<file path="src/rtl/mobj_pkg.sv">
package mobj_pkg;

  localparam int NFLD   = 4;
  localparam int CTRL_W = 2 * NFLD;

  localparam int FLD_PEND = 0;
  localparam int FLD_RXIE = 1;
  localparam int FLD_TXIE = 2;
  localparam int FLD_VAL  = 3;

  typedef enum logic [1:0] {
    PC_KEEP_LO = 2'b00,
    PC_CLEAR   = 2'b01,
    PC_SET     = 2'b10,
    PC_KEEP_HI = 2'b11
  } pair_code_e;

  function automatic logic pair_next(input logic cur, input logic [1:0] code);
    logic nxt;
    case (pair_code_e'(code))
      PC_SET:   nxt = 1'b1;
      PC_CLEAR: nxt = 1'b0;
      default:  nxt = cur;
    endcase
    return nxt;
  endfunction

  function automatic logic [1:0] pair_enc(input logic v);
    return {v, ~v};
  endfunction

endpackage

</file>
<file path="src/rtl/mobj_flag.sv">
module mobj_flag
  import mobj_pkg::*;
(
  input  logic       clk,
  input  logic       rst_n,
  input  logic       wr_en,
  input  logic [1:0] wr_code,
  input  logic       hw_set,
  output logic       q
);

  always_ff @(posedge clk or negedge rst_n) begin
    if (!rst_n)      q <= 1'b0;
    else if (hw_set) q <= 1'b1;
    else if (wr_en)  q <= pair_next(q, wr_code);
  end

  AST_SET_CODE: assert property (@(posedge clk) disable iff (!rst_n)
    wr_en && wr_code == 2'b10 |=> q);
  AST_CLEAR_CODE: assert property (@(posedge clk) disable iff (!rst_n)
    wr_en && wr_code == 2'b01 && !hw_set |=> !q);
  AST_KEEP_CODE: assert property (@(posedge clk) disable iff (!rst_n)
    wr_en && (wr_code == 2'b00 || wr_code == 2'b11) && !hw_set |=> $stable(q));
  AST_HW_SET_WINS: assert property (@(posedge clk) disable iff (!rst_n)
    hw_set |=> q);

endmodule

</file>
<file path="src/rtl/mobj_slot.sv">
module mobj_slot
  import mobj_pkg::*;
(
  input  logic              clk,
  input  logic              rst_n,
  input  logic              wr_en,
  input  logic [CTRL_W-1:0] wr_byte,
  input  logic              set_pend,
  output logic [CTRL_W-1:0] rd_byte,
  output logic              obj_val,
  output logic              obj_txie,
  output logic              obj_rxie,
  output logic              obj_pend
);

  logic [NFLD-1:0] flag_q;
  logic [NFLD-1:0] flag_hw;

  for (genvar f = 0; f < NFLD; f++) begin : g_fld
    if (f == FLD_PEND) begin : g_hw
      assign flag_hw[f] = set_pend;
    end else begin : g_sw
      assign flag_hw[f] = 1'b0;
    end

    mobj_flag u_flag (
      .clk     (clk),
      .rst_n   (rst_n),
      .wr_en   (wr_en),
      .wr_code (wr_byte[2*f+1:2*f]),
      .hw_set  (flag_hw[f]),
      .q       (flag_q[f])
    );

    assign rd_byte[2*f+1:2*f] = pair_enc(flag_q[f]);
  end

  assign obj_val  = flag_q[FLD_VAL];
  assign obj_txie = flag_q[FLD_TXIE];
  assign obj_rxie = flag_q[FLD_RXIE];
  assign obj_pend = flag_q[FLD_PEND];

  AST_PEND_STICKY: assert property (@(posedge clk) disable iff (!rst_n)
    obj_pend && !wr_en |=> obj_pend);

endmodule

</file>
<file path="src/rtl/mobj_evt_dec.sv">
module mobj_evt_dec #(
  parameter int NUM_OBJ = 15,
  parameter int IDX_W   = 4
) (
  input  logic               clk,
  input  logic               rst_n,
  input  logic               evt_valid,
  input  logic [IDX_W-1:0]   evt_idx,
  input  logic               evt_tx,
  input  logic               gie,
  input  logic [NUM_OBJ-1:0] obj_val,
  input  logic [NUM_OBJ-1:0] obj_txie,
  input  logic [NUM_OBJ-1:0] obj_rxie,
  output logic [NUM_OBJ-1:0] evt_hit,
  output logic [NUM_OBJ-1:0] set_pend
);

  always_comb begin
    for (int k = 0; k < NUM_OBJ; k++) begin
      evt_hit[k]  = evt_valid && (evt_idx == IDX_W'(k + 1));
      set_pend[k] = evt_hit[k] && gie && obj_val[k] &&
                    (evt_tx ? obj_txie[k] : obj_rxie[k]);
    end
  end

  AST_SET_ONEHOT: assert property (@(posedge clk) disable iff (!rst_n)
    $onehot0(set_pend));
  AST_SET_NEEDS_GIE: assert property (@(posedge clk) disable iff (!rst_n)
    !gie |-> set_pend == '0);
  AST_IDX0_IGNORED: assert property (@(posedge clk) disable iff (!rst_n)
    evt_idx == '0 |-> evt_hit == '0);

endmodule

</file>
<file path="src/rtl/mobj_ctrl_irq.sv">
module mobj_ctrl_irq
  import mobj_pkg::*;
#(
  parameter int NUM_OBJ = 15,
  parameter int ADDR_W  = 5,
  parameter int IDX_W   = 4
) (
  input  logic              clk,
  input  logic              rst_n,
  input  logic [ADDR_W-1:0] bus_addr,
  input  logic [CTRL_W-1:0] bus_wdata,
  input  logic              bus_we,
  output logic [CTRL_W-1:0] bus_rdata,
  input  logic              gie,
  input  logic              sie,
  input  logic              evt_valid,
  input  logic [IDX_W-1:0]  evt_idx,
  input  logic              evt_tx,
  input  logic              frame_ok,
  output logic              irq
);

  logic [NUM_OBJ-1:0] obj_sel;
  logic               sts_sel;
  logic               wr_hit_any;
  logic [NUM_OBJ-1:0] obj_val, obj_txie, obj_rxie, obj_pend;
  logic [NUM_OBJ-1:0] evt_hit, set_pend;
  logic [CTRL_W-1:0]  obj_byte [NUM_OBJ];
  logic               sts_set;
  logic               sts_q;

  always_comb begin
    for (int k = 0; k < NUM_OBJ; k++) begin
      obj_sel[k] = bus_addr == ADDR_W'(k + 1);
    end
  end
  assign sts_sel    = bus_addr == '0;
  assign wr_hit_any = sts_sel || (obj_sel != '0);

  for (genvar k = 0; k < NUM_OBJ; k++) begin : g_obj
    mobj_slot u_slot (
      .clk      (clk),
      .rst_n    (rst_n),
      .wr_en    (bus_we && obj_sel[k]),
      .wr_byte  (bus_wdata),
      .set_pend (set_pend[k]),
      .rd_byte  (obj_byte[k]),
      .obj_val  (obj_val[k]),
      .obj_txie (obj_txie[k]),
      .obj_rxie (obj_rxie[k]),
      .obj_pend (obj_pend[k])
    );
  end

  mobj_evt_dec #(.NUM_OBJ(NUM_OBJ), .IDX_W(IDX_W)) u_dec (
    .clk       (clk),
    .rst_n     (rst_n),
    .evt_valid (evt_valid),
    .evt_idx   (evt_idx),
    .evt_tx    (evt_tx),
    .gie       (gie),
    .obj_val   (obj_val),
    .obj_txie  (obj_txie),
    .obj_rxie  (obj_rxie),
    .evt_hit   (evt_hit),
    .set_pend  (set_pend)
  );

  assign sts_set = frame_ok && sie;

  mobj_flag u_sts (
    .clk     (clk),
    .rst_n   (rst_n),
    .wr_en   (bus_we && sts_sel),
    .wr_code (bus_wdata[1:0]),
    .hw_set  (sts_set),
    .q       (sts_q)
  );

  always_comb begin
    bus_rdata = '0;
    if (sts_sel) bus_rdata[1:0] = pair_enc(sts_q);
    for (int k = 0; k < NUM_OBJ; k++) begin
      if (obj_sel[k]) bus_rdata = bus_rdata | obj_byte[k];
    end
  end

  assign irq = sts_q || (obj_pend != '0);

  AST_RESET_QUIET: assert property (@(posedge clk)
    !rst_n |-> !irq);
  AST_STATUS_RAISES: assert property (@(posedge clk) disable iff (!rst_n)
    frame_ok && sie |=> irq);
  AST_IRQ_HOLDS: assert property (@(posedge clk) disable iff (!rst_n)
    irq && !bus_we |=> irq);
  AST_OOR_WRITE: assert property (@(posedge clk) disable iff (!rst_n)
    bus_we && !wr_hit_any && !evt_valid && !frame_ok |=> $stable(irq));

endmodule

</file>
<file path="config.mk">
export PLATFORM = sky130hd
export DESIGN_NAME = mobj_ctrl_irq
export DESIGN_NICKNAME = d
export VERILOG_FILES = /design/src/rtl/mobj_pkg.sv /design/src/rtl/mobj_flag.sv /design/src/rtl/mobj_slot.sv /design/src/rtl/mobj_evt_dec.sv /design/src/rtl/mobj_ctrl_irq.sv
export SDC_FILE = /design/constraint.sdc
export NUM_CORES = 1
export LEC_CHECK = 0
export BUFFER_PORTS_ARGS = -buffer_cell sky130_fd_sc_hd__buf_2
export CAP_MARGIN = 20
export CORE_ASPECT_RATIO = 2
export CORE_MARGIN = 5
export CORE_UTILIZATION = 50
export DETAILED_ROUTE_END_ITERATION = 16
export HOLD_SLACK_MARGIN = 0.12
export PLACE_DENSITY_LB_ADDON = 0.25
export REMOVE_ABC_BUFFERS = 1
export SLEW_MARGIN = 20
export SYNTH_ARGS = -nofsm -noshare
export SYNTH_HDL_FRONTEND = slang
export SYNTH_HIERARCHICAL = 1
export SYNTH_SLANG_ARGS = --single-unit
</file>
<file path="constraint.sdc">
create_clock -name clk -period 3.32 [get_ports clk]
set_input_delay 0.166 -clock clk [delete_from_list [all_inputs] [get_ports clk]]
set_output_delay 0.166 -clock clk [all_outputs]
set_load 0.02 [all_outputs]
</file>
==> results of run 1 <==
## cell type report
type	instances	area, sq um
inverters	60	225
clock buffers	13	260
well taps	142	178
clock inverters	3	67.6
multi-input cells	544	3750
repair buffers	38	208
fillers	1085	5140
flip-flops and latches	61	1530
## repair_timing
item                                   4_1_cts  5_1_grt
hold buffers                                 1        0
endpoints found under the hold margin       43        0
buffers inserted                             0        0
## power by group through the flow
stage / sequential, mW / combinational (mW) / clock [mW]
final: 0.779 / 0.313 / 1.04
after CTS: 0.778 / 0.308 / 1.06
after global routing: 0.780 / 0.341 / 1.09
after floorplan: 0.782 / 0.158 / 0
after global placement: 0.790 / 0.299 / 0
after detailed placement: 0.791 / 0.306 / 0
## worst min path at each step
stage,start,to,cells after the start
3_5_place_dp,rst_n,g_obj[6].u_slot/g_fld[2].u_flag/q$_DFFE_PN0P_,1
6_report,sie,u_sts/q$_DFFE_PN0P_,3
2_1_floorplan,rst_n,g_obj[0].u_slot/g_fld[0].u_flag/q$_DFFE_PN0P_,0
4_1_cts,sie,u_sts/q$_DFFE_PN0P_,3
5_1_grt,sie,u_sts/q$_DFFE_PN0P_,3
3_3_place_gp,rst_n,g_obj[6].u_slot/g_fld[1].u_flag/q$_DFFE_PN0P_,1
## state kept, by name (all words and copies together), names as in the netlist
signal / flops
g_obj.u_slot/g_fld.u_flag/q: 60
u_sts/q: 1
## stage by stage
step           power, mW  hold slack (ps)  area (sq um)  utilization, %  instances
3_5_place_dp        1.10              415          5880            51.8        844
2_1_floorplan      0.940             -130          5500               -        665
5_1_grt             2.21              259          6220            54.8        861
6_report            2.14              233          6220            54.8        861
3_3_place_gp        1.09              410          5880            51.8        844
4_1_cts             2.14              232          6210            54.7        861
## metal layers
layer  vias to the layer above  global-route usage, %  wire length, microns
met5                         -                      0                     0
met4                         0                   19.6                  1500
met3                        74                   3.85                   996
met2                       206                   44.2                  8850
met1                      2443                   28.6                  6430
li1                       2356                      -                     -
## worst register-to-register path: cells and delay by family (launching register included)
| kind | cells | cell delay (ps) |
|---|---|---|
| compound gates | 1 | 150 |
| flops | 1 | 440 |
| mux | 1 | 410 |
| simple gates | 2 | 350 |
==> results.py, run 1 <==
metrics = {
    "setup_path": {
        "cpPeakStageDelay_ps": 600,
        "path_buf_inv": 2,
        "worstReg2RegEnd": "g_obj[11].u_slot/g_fld[0].u_flag/q$_DFFE_PN0P_",
        "cp-endpoint": "bus_rdata[5]",
        "cp_top_family": "simple AND/OR/NAND/NOR gates",
        "cp_slowest_cell": "sky130_fd_sc_hd__nor2b_1",
        "worst-path-max-fanout": 29,
        "worst_ep_required_time_ps": 3150,
        "crit_arrival_ps": 2130,
        "crit_path_cell_trace": "buf_2 -> nor2b_1 -> and2_1 -> a221oi_1 -> o2111ai_1 -> buf_2",
        "r2r.worst_path.cells": 4,
        "cpMostUsedCell": "sky130_fd_sc_hd__buf_2",
        "startpoint_type": "primary input",
        "r2r_setup_slack_ps": 1850,
        "cp-startpoint": "bus_addr[0]",
        "cp-end-kind": "output port",
        "critical_path_class": "in2out",
        "crit_cells": 6,
        "crit-reg2reg-launch": "g_obj[11].u_slot/g_fld[2].u_flag/q$_DFFE_PN0P_",
    },
    "clock_tree": {
        "worstSkewPairLatency_ps": 330,
        "clockBufferDepth": 2,
        "cts.clk_slew.worst_paths_ps": 50,
        "tritoncts_num_sinks": 61,
        "cts_buffers": 9,
        "cts_tree": "done",
        "clock_tree.root_cell": "sky130_fd_sc_hd__clkbuf_16",
        "post_cts_sizing_count": 0,
        "cts_htree_levels": 3,
    },
    "timing": {
        "final-hold-violation-count": 0,
        "fmaxAchievable_ghz": 0.436,
        "setup_total_negative_slack_ps": 0,
        "worst-slew-pin-transition_ps": 710,
        "timing_max_transition_violations_final": 0,
        "worst_clock_skew_ps": 2.80,
        "max-slew-margin-rel_pct": 52.5,
        "grt_setup_unrepaired": "false",
        "post-route-worst-setup-slack_ps": 1030,
        "final_period_minus_worst_setup_slack_ps": 2290,
        "setup_viol": 0,
        "fin_crit_sh_pct": 69.1,
    },
    "layout": {
        "finish.net_count": 739,
        "diodes": 0,
        "drive_gt1_share_pct": 9.04,
        "area_growth_pct": 6.65,
        "mostFrequentLayoutCells": "sky130_fd_sc_hd__conb_1 (90), sky130_fd_sc_hd__nor2b_1 (65)",
        "layout.cells.most_common": "sky130_fd_sc_hd__conb_1",
    },
    "floorplan": {
        "core.rowCount": 55,
        "start_util_pct": 51.3,
        "ioPinCount": 34,
        "die_height_microns": 163,
        "dieArea_sq_um": 14000,
        "fp.dieW_microns": 86.4,
        "floorplan.core_area_sq_um": 11400,
    },
    "yosys": {
        "synthesis.instances": 671,
        "avgSynthCellArea_sq_um": 8.69,
        "syn_area_sq_um": 5830,
        "number_of_warnings_issued_by_yosys": 6,
    },
    "place": {
        "pre_cts_slack_ps": 818,
        "place_hpwl_microns": 13200,
        "io_buffer_count": 33,
        "finalWeightedCongestion": 0.949,
    },
    "min_path": {
        "min_path_type": "in2reg",
    },
    "grt": {
        "antenna_found_initial": 0,
        "globalRouteOverflowTotal": 0,
        "grt_start_max_net_pins": 45,
        "grt_pass1_wl_microns": 28100,
        "track_usage_pct": 26.1,
        "vias_in_the_first_global_route": 5130,
    },
    "pwr": {
        "combPwrFrac_pct": 14.6,
        "power.switching_fraction_pct": 26.6,
        "power.leakage_nw": 2.79,
        "clock_power_share_pct": 48.9,
        "worst_ir_drop_vdd_mv": 0.265,
        "netSwitchingPower_mw": 0.569,
        "power_density_nw_per_um2": 344,
        "power.sequential.fraction_pct": 36.5,
        "internal_portion_of_total_power_mw": 1.57,
    },
    "detailed_routing": {
        "dr_total_vias": 5079,
        "antenna_left": 0,
        "routed_wire_length_per_instance_microns": 20.6,
        "viasPerCell": 5.90,
        "drt_iter0_markers": 433,
        "routed_wl_microns": 17800,
        "drcViolationCount": 0,
        "dr.pass1.iters": 7,
    },
    "flow_run": {
        "max_cap_viol_count": 0,
    },
    "outcome": {
        "outcome": "finished, final reports clean",
    },
}
Power figures use the tool's default switching activity.
==> run 2, diff against run 1 <==
- clock period: 3.32 -> 2.4 ns (I/O delays scaled with it)
==> run 2 against run 1 <==
Against the previous run: core utilization grew 0.96 points; global-route usage grew 0.81 points; first-iteration DRC count shrank 23%; sequential share of layout area shrank 0.42 points; clock-buffer cell count shrank 2; combinational power grew 42%; non-clock buffer count grew 18; largest power group unchanged; highest routed layer unchanged.
==> results.py, run 2 (synthesis results as in run 1) <==
metrics = {
    "layout": {
        "drive_gt1_share_pct": 11.4,
        "layout.cells.most_common": "sky130_fd_sc_hd__conb_1",
        "finish.net_count": 757,
        "reg_top3": "g_obj.u_slot/g_fld.u_flag/q: 60 flops, u_sts/q: 1 flops",
        "area_growth_pct": 8.52,
        "largest_reg_flops": 60,
        "largest-register": "g_obj.u_slot/g_fld.u_flag/q",
        "mostFrequentLayoutCells": "sky130_fd_sc_hd__conb_1 (90), sky130_fd_sc_hd__nor2b_1 (65)",
        "diodes": 0,
        "final.fill_count": 1111,
    },
    "timing": {
        "hold-worst-slack_ps": 177,
        "final_period_minus_worst_setup_slack_ps": 2160,
        "fin_crit_sh_pct": 90.1,
        "grt_setup_unrepaired": "false",
        "timing_max_transition_violations_final": 0,
        "max-slew-margin-rel_pct": 57.1,
        "fmaxAchievable_ghz": 0.462,
        "setup_total_negative_slack_ps": 0,
        "worst-slew-pin-transition_ps": 641,
        "final-hold-violation-count": 0,
        "worst_clock_skew_ps": 6.24,
        "setup_viol": 0,
    },
    "pwr": {
        "netSwitchingPower_mw": 0.824,
        "power_density_nw_per_um2": 437,
        "power.sequential.fraction_pct": 39.0,
        "combPwrFrac_pct": 16.1,
        "internal_portion_of_total_power_mw": 1.94,
        "power.leakage_nw": 2.87,
        "worst_ir_drop_vdd_mv": 0.720,
        "clock_power_share_pct": 44.9,
        "power.switching_fraction_pct": 29.8,
    },
    "setup_path": {
        "r2r.worst_path.cells": 4,
        "worstReg2RegEnd": "g_obj[14].u_slot/g_fld[0].u_flag/q$_DFFE_PN0P_",
        "critical_path_class": "reg2out",
        "cp-end-kind": "output port",
        "cp-endpoint": "bus_rdata[1]",
        "r2r_setup_slack_ps": 910,
        "worst_ep_required_time_ps": 2280,
        "worst-path-max-fanout": 5,
        "startpoint_type": "flip-flop",
        "cp-startpoint": "g_obj[2].u_slot/g_fld[0].u_flag/q$_DFFE_PN0P_",
        "crit_arrival_ps": 2040,
        "crit-reg2reg-launch": "g_obj[14].u_slot/g_fld[1].u_flag/q$_DFFE_PN0P_",
    },
    "min_path": {
        "min_path_type": "in2reg",
        "holdPathStages": 3,
    },
    "floorplan": {
        "fp.dieW_microns": 86.4,
        "start_util_pct": 51.3,
        "dieArea_sq_um": 14000,
        "floorplan.core_area_sq_um": 11400,
        "die_height_microns": 163,
        "core.rowCount": 55,
        "ioPinCount": 34,
    },
    "grt": {
        "globalRouteOverflowTotal": 0,
        "grt_start_max_net_pins": 62,
        "track_usage_pct": 26.9,
        "vias_in_the_first_global_route": 5110,
        "grt_pass1_wl_microns": 28500,
        "antenna_found_initial": 0,
    },
    "clock_tree": {
        "post_cts_sizing_count": 0,
        "clock_tree.root_cell": "sky130_fd_sc_hd__clkbuf_16",
        "clockBufferDepth": 2,
        "worstSkewPairLatency_ps": 330,
        "cts.clk_slew.worst_paths_ps": 60,
        "tritoncts_num_sinks": 61,
        "cts.repair_timing.setup_buffer_count": 0,
        "cts_buffers": 9,
        "cts_tree": "done",
        "cts_htree_levels": 3,
    },
    "detailed_routing": {
        "dr_total_vias": 5069,
        "drcViolationCount": 0,
        "drt_iter0_markers": 335,
        "antenna_left": 0,
        "dr.pass1.iters": 7,
        "routed_wl_microns": 18300,
        "routed_wire_length_per_instance_microns": 20.8,
        "viasPerCell": 5.77,
    },
    "outcome": {
        "outcome": "finished, final reports clean",
    },
    "place": {
        "io_buffer_count": 33,
        "finalWeightedCongestion": 1.00,
        "place_hpwl_microns": 13900,
    },
    "flow_run": {
        "max_cap_viol_count": 0,
    },
}
run 2: worst min path at each step:
| stage | start | endpoint |
|---|---|---|
| after global routing | sie | u_sts/q$_DFFE_PN0P_ |
| after floorplan | rst_n | g_obj[0].u_slot/g_fld[0].u_flag/q$_DFFE_PN0P_ |
| final | sie | u_sts/q$_DFFE_PN0P_ |
| after global placement | rst_n | g_obj[7].u_slot/g_fld[1].u_flag/q$_DFFE_PN0P_ |
| after CTS | sie | u_sts/q$_DFFE_PN0P_ |
| after detailed placement | rst_n | g_obj[6].u_slot/g_fld[2].u_flag/q$_DFFE_PN0P_ |
run 2: per-stage QoR:
stage | setup WS, ps | util (%) | power [mW] | instance area, sq um | std cells
after floorplan | 808 | - | 1.30 | 5500 | 665
after global placement | 308 | 53.2 | 1.52 | 6040 | 862
after detailed placement | 222 | 53.2 | 1.54 | 6040 | 862
after CTS | 255 | 55.7 | 2.78 | 6330 | 879
after global routing | 212 | 55.7 | 2.87 | 6330 | 879
final | 237 | 55.7 | 2.76 | 6330 | 879
run 2: worst max-delay path, cell delays in order, from the launching register on:
cell and delay, ps:
sky130_fd_sc_hd__dfrtp_1 470, sky130_fd_sc_hd__mux4_2 510, sky130_fd_sc_hd__nand2_1 80, sky130_fd_sc_hd__o21ai_1 60
sky130_fd_sc_hd__or4_1 410, sky130_fd_sc_hd__buf_2 180
run 2: cell type report:
type                       instances  area [sq um]  share of cell area [%]
multi-input combinational        544          3750                    59.3
inverter                          60           225                    3.56
timing repair buffer              56           365                    5.78
tap                              142           178                    2.81
sequential                        61          1530                    24.1
clock buffer                      11           243                    3.84
clock inverter                     5          36.3                   0.574
run 2: layer usage:
layer  up-vias  track usage [%]  wire length, microns
li1       2387                -                     -
met1      2421             29.5                  6880
met2       184             45.3                  9000
met3        77             4.46                   809
met4         0             20.1                  1590
met5         -                0                     0
run 2: what timing repair did:
action	4_1_cts	5_1_grt
hold buffers	1	0
endpoints found under the hold margin	61	0
endpoints found under the setup margin	0	0
run 2: power by group through the flow:
stage / Combinational, mW / Clock, mW / Sequential [mW]
floorplan: 0.218 / 0 / 1.08
CTS: 0.442 / 1.26 / 1.08
finish: 0.444 / 1.24 / 1.08
global route: 0.488 / 1.30 / 1.08
detailed placement: 0.440 / 0 / 1.09
global placement: 0.430 / 0 / 1.09
